### src/rtl/phy_mirror_init.sv
module phy_mirror_init #(
  parameter int PHY_W    = 5,
  parameter int REG_W    = 16,
  parameter int DATA_W   = 16,
  parameter int N_PHY    = 4,
  parameter logic [N_PHY*PHY_W-1:0] PHY_LIST = {5'h0F, 5'h0C, 5'h03, 5'h01},
  parameter logic [REG_W-1:0] TARGET_REG = 16'h0031,
  parameter int FLAG_BIT = 0
) (
  input  logic              clk,
  input  logic              rst_n,
  input  logic              start,
  output logic              done,
  output logic              error,
  output logic              cmd_start,
  output logic              cmd_write,
  output logic [PHY_W-1:0]  cmd_phy,
  output logic [REG_W-1:0]  cmd_reg,
  output logic [DATA_W-1:0] cmd_wdata,
  input  logic [DATA_W-1:0] rsp_rdata,
  input  logic              rsp_done,
  input  logic              rsp_timeout
);

  localparam int IDX_W = (N_PHY > 1) ? $clog2(N_PHY) : 1;
  localparam logic [IDX_W-1:0] LAST_IDX = IDX_W'(N_PHY - 1);
  localparam logic [DATA_W-1:0] FLAG_MASK = DATA_W'(1) << FLAG_BIT;

  typedef enum logic [2:0] {S_IDLE, S_RD_GO, S_RD_WAIT, S_WR_GO, S_WR_WAIT} st_t;

  st_t               state;
  logic [IDX_W-1:0]  idx;
  logic [DATA_W-1:0] wdata_q;
  logic              done_q, err_q;
  logic              waiting;

  assign waiting   = (state == S_RD_WAIT) || (state == S_WR_WAIT);
  assign cmd_start = (state == S_RD_GO) || (state == S_WR_GO);
  assign cmd_write = (state == S_WR_GO);
  assign cmd_phy   = PHY_LIST[idx*PHY_W +: PHY_W];
  assign cmd_reg   = TARGET_REG;
  assign cmd_wdata = wdata_q;
  assign done      = done_q;
  assign error     = err_q;

  always_ff @(posedge clk) begin
    if (!rst_n) begin
      state   <= S_IDLE;
      idx     <= '0;
      wdata_q <= '0;
      done_q  <= 1'b0;
      err_q   <= 1'b0;
    end else begin
      done_q <= 1'b0;
      case (state)
        S_IDLE: if (start) begin
          idx   <= '0;
          state <= S_RD_GO;
        end
        S_RD_GO: state <= S_RD_WAIT;
        S_RD_WAIT: begin
          if (rsp_timeout) begin
            err_q <= 1'b1;
            state <= S_IDLE;
          end else if (rsp_done) begin
            wdata_q <= rsp_rdata | FLAG_MASK;
            state   <= S_WR_GO;
          end
        end
        S_WR_GO: state <= S_WR_WAIT;
        S_WR_WAIT: begin
          if (rsp_timeout) begin
            err_q <= 1'b1;
            state <= S_IDLE;
          end else if (rsp_done) begin
            if (idx == LAST_IDX) begin
              done_q <= 1'b1;
              state  <= S_IDLE;
            end else begin
              idx   <= idx + 1'b1;
              state <= S_RD_GO;
            end
          end
        end
        default: state <= S_IDLE;
      endcase
    end
  end

  a_r3_strobe_single: assert property (@(posedge clk) disable iff (!rst_n)
    cmd_start |=> !cmd_start);

  a_r3_quiet_while_waiting: assert property (@(posedge clk) disable iff (!rst_n)
    waiting |-> !cmd_start);

  a_r3_write_follows_read: assert property (@(posedge clk) disable iff (!rst_n)
    (state == S_RD_WAIT && rsp_done && !rsp_timeout) |=> (cmd_start && cmd_write));

  a_r4_flag_in_write: assert property (@(posedge clk) disable iff (!rst_n)
    (cmd_start && cmd_write) |-> cmd_wdata[FLAG_BIT]);

  a_r5_done_single: assert property (@(posedge clk) disable iff (!rst_n)
    done |=> !done);

  a_r7_abort_on_timeout: assert property (@(posedge clk) disable iff (!rst_n)
    (waiting && rsp_timeout) |=> (error && !cmd_start && !done));

  a_r8_error_sticky: assert property (@(posedge clk) disable iff (!rst_n)
    error |=> error);

endmodule

### config.mk
export PLATFORM = sky130hd
export DESIGN_NAME = phy_mirror_init
export DESIGN_NICKNAME = d
export VERILOG_FILES = /design/src/rtl/phy_mirror_init.sv
export SDC_FILE = /design/constraint.sdc
export NUM_CORES = 1
export LEC_CHECK = 0
export BUFFER_PORTS_ARGS = -buffer_cell sky130_fd_sc_hd__buf_2
export CAP_MARGIN = 20
export CORE_MARGIN = 2
export CORE_UTILIZATION = 40
export CTS_BUF_LIST = sky130_fd_sc_hd__clkbuf_2 sky130_fd_sc_hd__clkbuf_4 sky130_fd_sc_hd__clkbuf_8
export DETAILED_ROUTE_END_ITERATION = 8
export GPL_TIMING_DRIVEN = 0
export PLACE_DENSITY = 0.84
export SLEW_MARGIN = 20
export SYNTH_ARGS = -nofsm -noshare
export SYNTH_HDL_FRONTEND = slang
export SYNTH_SLANG_ARGS = --single-unit
export TNS_END_PERCENT = 20
### constraint.sdc
create_clock -name clk -period 1.65 [get_ports clk]
set_input_delay 0.0825 -clock clk [delete_from_list [all_inputs] [get_ports clk]]
set_output_delay 0.0825 -clock clk [all_outputs]
set_load 0.005 [all_outputs]
Yosys cells after proc, flatten, opt, wreduce, memory -nomap -nowiden
Index checks and enable logic that the tools add are counted.
- flip-flop bits (word level): 23
- latch bits: 0
- RAM bits: 0
- ROM bits: 0
- input port bits: 21
- logic and storage cells: 45
- memories: 0
- add/subtract/negate cells: 1
- multipliers: 1
- divide/modulo/power cells: 0
- order comparisons: 0
- eq/ne operators: 11
- shift-type cells: 1
- multiplexer cells: 13
- bitwise gates (word level): 4
- reduce and logical (&&, ||, !) cells: 9
- operators by type and width (cell ; number):
    variable part select 20 x 6 -> 5 bit, first input constant ; 1
    2-to-1 mux 3 bit ; 5
    case mux 3 bit (5 select lines) ; 1
    2-to-1 mux 2 bit ; 4
    inequality test 2 bit, second input constant ; 4
    == test 3 x 2 -> 1 bit, second input constant ; 2
    inequality test 3 bit, second input constant ; 2
    AND reduction 3 bit ; 2
    multiplier 2 x 3 -> 5 bit, second input constant ; 1
    AND reduction 5 bit ; 1
    inverter 1 bit ; 4
    case mux 2 bit (2 select lines) ; 1
    OR reduction 4 bit ; 1
    == test 3 x 1 -> 1 bit, second input constant ; 1
    == test 3 bit, second input constant ; 1
    logical NOT 3 bit ; 1
    adder 2 x 1 -> 2 bit, second input constant ; 1
    == test 2 bit, second input constant ; 1
    2-to-1 mux 1 bit ; 2
    AND reduction 2 bit ; 1
    nonzero test 2 bit ; 1
    OR reduction 2 bit ; 1
    logical OR 1 bit ; 1

Logic depth before layout (Yosys ltp)
- depth after elaboration: 5
- depth in mapped cells: 4
- mapped depth without buffers: 4

Worst setup path before layout
Ideal clock, no wire load.
- kind: flip-flop to flip-flop
- start point: register state[0]
- end point: register idx[0]
- setup time: 0.119 ns
- arrival: 1.261 ns
- slack: 0.271 ns
- stages on the path, launching flop included: 5
- cells stage by stage: dfxtp_1 -> buf_2 -> or3b_1 -> or3_4 -> mux2i_1
- word-level cells in the longest chain between the ends: 3
- elaborated cells on any way between the ends: 9
- classes of those cells: eq/ne: 5; mux: 1; reduce/logical: 3
- RTL lines (element ; line ; RTL):
    from (decl) ; 31 ; st_t state;
    from (signal assigned) ; 48 ; state <= S_IDLE;
    from (signal assigned) ; 58 ; state <= S_RD_GO;
    from (signal assigned) ; 60 ; S_RD_GO: state <= S_RD_WAIT;
    == test 3 bit / logical NOT 3 bit (equally long branches) ; 55 ; case (state)
    inequality test 2 bit (no line) / nonzero test 2 bit (equally long branches) ; -- ;
    AND reduction 5 bit (no line) ; -- ;
    to (signal assigned) ; 80 ; idx <= idx + 1'b1;
    to (decl) ; 32 ; logic [IDX_W-1:0] idx;
Parallel ways exist; a longest one is shown, timed or not.
A chain may end at the register's enable or synchronous reset.

Final worst setup path
- start point: register state[2]
- end point: register idx[0]
The elaborated chain is that of the path after synthesis.

==> run summary <==
outcome = finished clean
number of synthesized register bits = 23
max-slew violation count = 0
Hold Path Stages = 3
grt met2 use = 26.3%
setup TNS = 0 ns
CP Launch Type = flop
Netlist cell types = 28
CP delay by family, top = simple AND/OR/NAND/NOR gates
post-DP HPWL = 1.64 mm
port buffer count = 43
Remaining DRCs = 0
CTS tree = yes
die area = 3310 sq um
clock slew at reported path FFs = 0.12 ns
Rows = 19
clock buffer count from CTS = 3
drt first pass iters = 4
CP Class = flop to flop
RSZ-0062 raised after global routing = no
worst vdd ir = 0.480 mV
IO Pins = 62
clock sink count = 23
fmax = 679 MHz
WP data arrival = 1.68 ns
yosys warns = 0
clk_skew = 0.00255 ns
minimum clock period = 1.47 ns
Worst-Skew Late Latency = 0.31 ns
vias = 992
largest net degree at the start of global routing = 13
Worst Path Buf+Inv = 0
vias per cell = 4.28
max-cap viol count = 0
H-tree levels = 1
crit path cell chain = or3b_1 > or3_4 > mux2i_1
R2R depth = 3
diode count = 0
met1 usage = 16.6%
layout cells sized above 1 = 37.8%
Die Wd = 57.5 um
GRT busiest layer = met2
initial DRC count = 27
Syn Inst Count = 127
Hold WC Path Type = input pin to flop
WL final = 2.32 mm
Final Hold Fails = 0
number of cells on the critical path = 3
period utilization = 89.2%
Crit path largest cell delay = 0.47 ns
Cell Area, Synth = 1140 sq um
Critical Path RT = 1.86 ns
Die Height = 57.5 um
commonest non-fill, non-tap cell in the layout = buf_2
Root Buffer = clkbuf_4
Worst setup EP type = flop
post-DR wirelength/cell = 9.98 um
vias in the first global route = 920
core area = 2730 sq um
sequential area share after synthesis = 40.2%
most frequent cells in the layout = 44 x buf_2, 32 x nand2_1, 23 x dfxtp_1
Remaining Overflow, GRT = 0
gr usage total = 14.6%
total chip power = 1.01 mW
area grow syn2layout = 39.3%
Final Util = 58.4%
CTS max path bufs = 2
PwrDens = 631 nW/um^2
Layout Nets = 225
number of routed nets with antenna violations = 0
worst-path fanout max = 8
Mean Syn Cell Area = 9.01 sq um
GR Layer Usage met3 = 2.72%
Critical Path Slowest Stage Cell = dfxtp_1
Leak Pwr = 0.796 nW
global placer's final weighted congestion = 0.709
Initial Util = 41.9%
antenna violations before repair = 0
final setup vio count = 0
first-pass GRT wire length = 3.77 mm
-- final cells by class --
cell class,instances,area [sq um]
Fill cell,262,1140
Timing Repair Buffer,55,325
Buffer,24,166
Multi-Input combinational cell,93,567
Tap cell,31,38.8
Clock buffer,4,30.0
Inverter,2,7.51
Sequential cell,23,460
-- metrics by stage --
stage	cells	worst slack [ns]	hold slack, ns	cell area (sq um)
6_report	232	0.178	0.00733	1600
5_1_grt	232	0.116	-0.00119	1600
4_1_cts	228	0.0924	0.00173	1570
3_5_place_dp	216	0.121	0.339	1460
3_3_place_gp	216	0.118	0.330	1460
2_1_floorplan	142	0.271	0.225	1200
-- cells in the mapped netlist (all sizes together) --
master | n | area share (%)
or4b | 1 | 0.87
nand2 | 32 | 10
nor3 | 3 | 2.3
ha | 2 | 2.2
xnor2 | 1 | 0.77
and2b | 1 | 0.77
buf | 21 | 14
or3 | 1 | 0.98
clkbuf | 3 | 0.98
inv | 2 | 0.66
dfxtp | 23 | 40
o21a | 3 | 2.0
and2 | 1 | 0.55
nand3 | 2 | 0.87
nor3b | 2 | 1.3
o21ai | 1 | 0.44
nor2 | 2 | 0.66
and4b | 1 | 0.87
or3b | 1 | 0.77
mux2i | 18 | 16
o22ai | 1 | 0.55
conb | 2 | 0.66
nand2b | 3 | 1.9
-- flip-flops by register name, summed over array words and instances (netlist names) --
name / count
state: 3
error: 1
cmd_wdata: 16
idx: 2
done: 1
-- metal layers --
layer	part of all wire [%]	wire length [um]
met1	44	1030
met2	47	1090
met3	8.2	190
met4	0.43	10
met5	0	0
-- where the power goes --
group	switching (mW)	internal (mW)	total [mW]
registers	0.00713	0.566	0.573
logic	0.0689	0.0882	0.157
clock network	0.166	0.111	0.277
-- cells by family after synthesis --
logic type	share of synthesized area [%]
compound gates	2.95
xor+xnor	0.765
fa+ha+maj	2.19
buf+inv	15.2
flops	40.2
mux	15.7
other cells	0.656
simple gates	22.3
-- worst register-to-register path, cell delays in order, from the launching register on --
cell and delay [ns]:
dfxtp_1 0.47, or3b_1 0.42, or3_4 0.36, mux2i_1 0.13
-- repair_timing --
action,4_1_cts,5_1_grt
hold buffers,8,0
gates resized for setup,0,0
setup endpoints to repair,0,3
setup buffers,0,4
hold endpoints to repair,8,0
-- worst paths after layout --
check	to	startpoint	slack, ns
max	idx[0]	state[2]	0.18
min	cmd_wdata[11]	rsp_rdata[11]	0.007
max reg2reg	idx[0]	state[2]	0.18
min reg2reg	cmd_wdata[12]	cmd_wdata[12]	0.46
No activity file was read; power rests on OpenSTA's default activity.
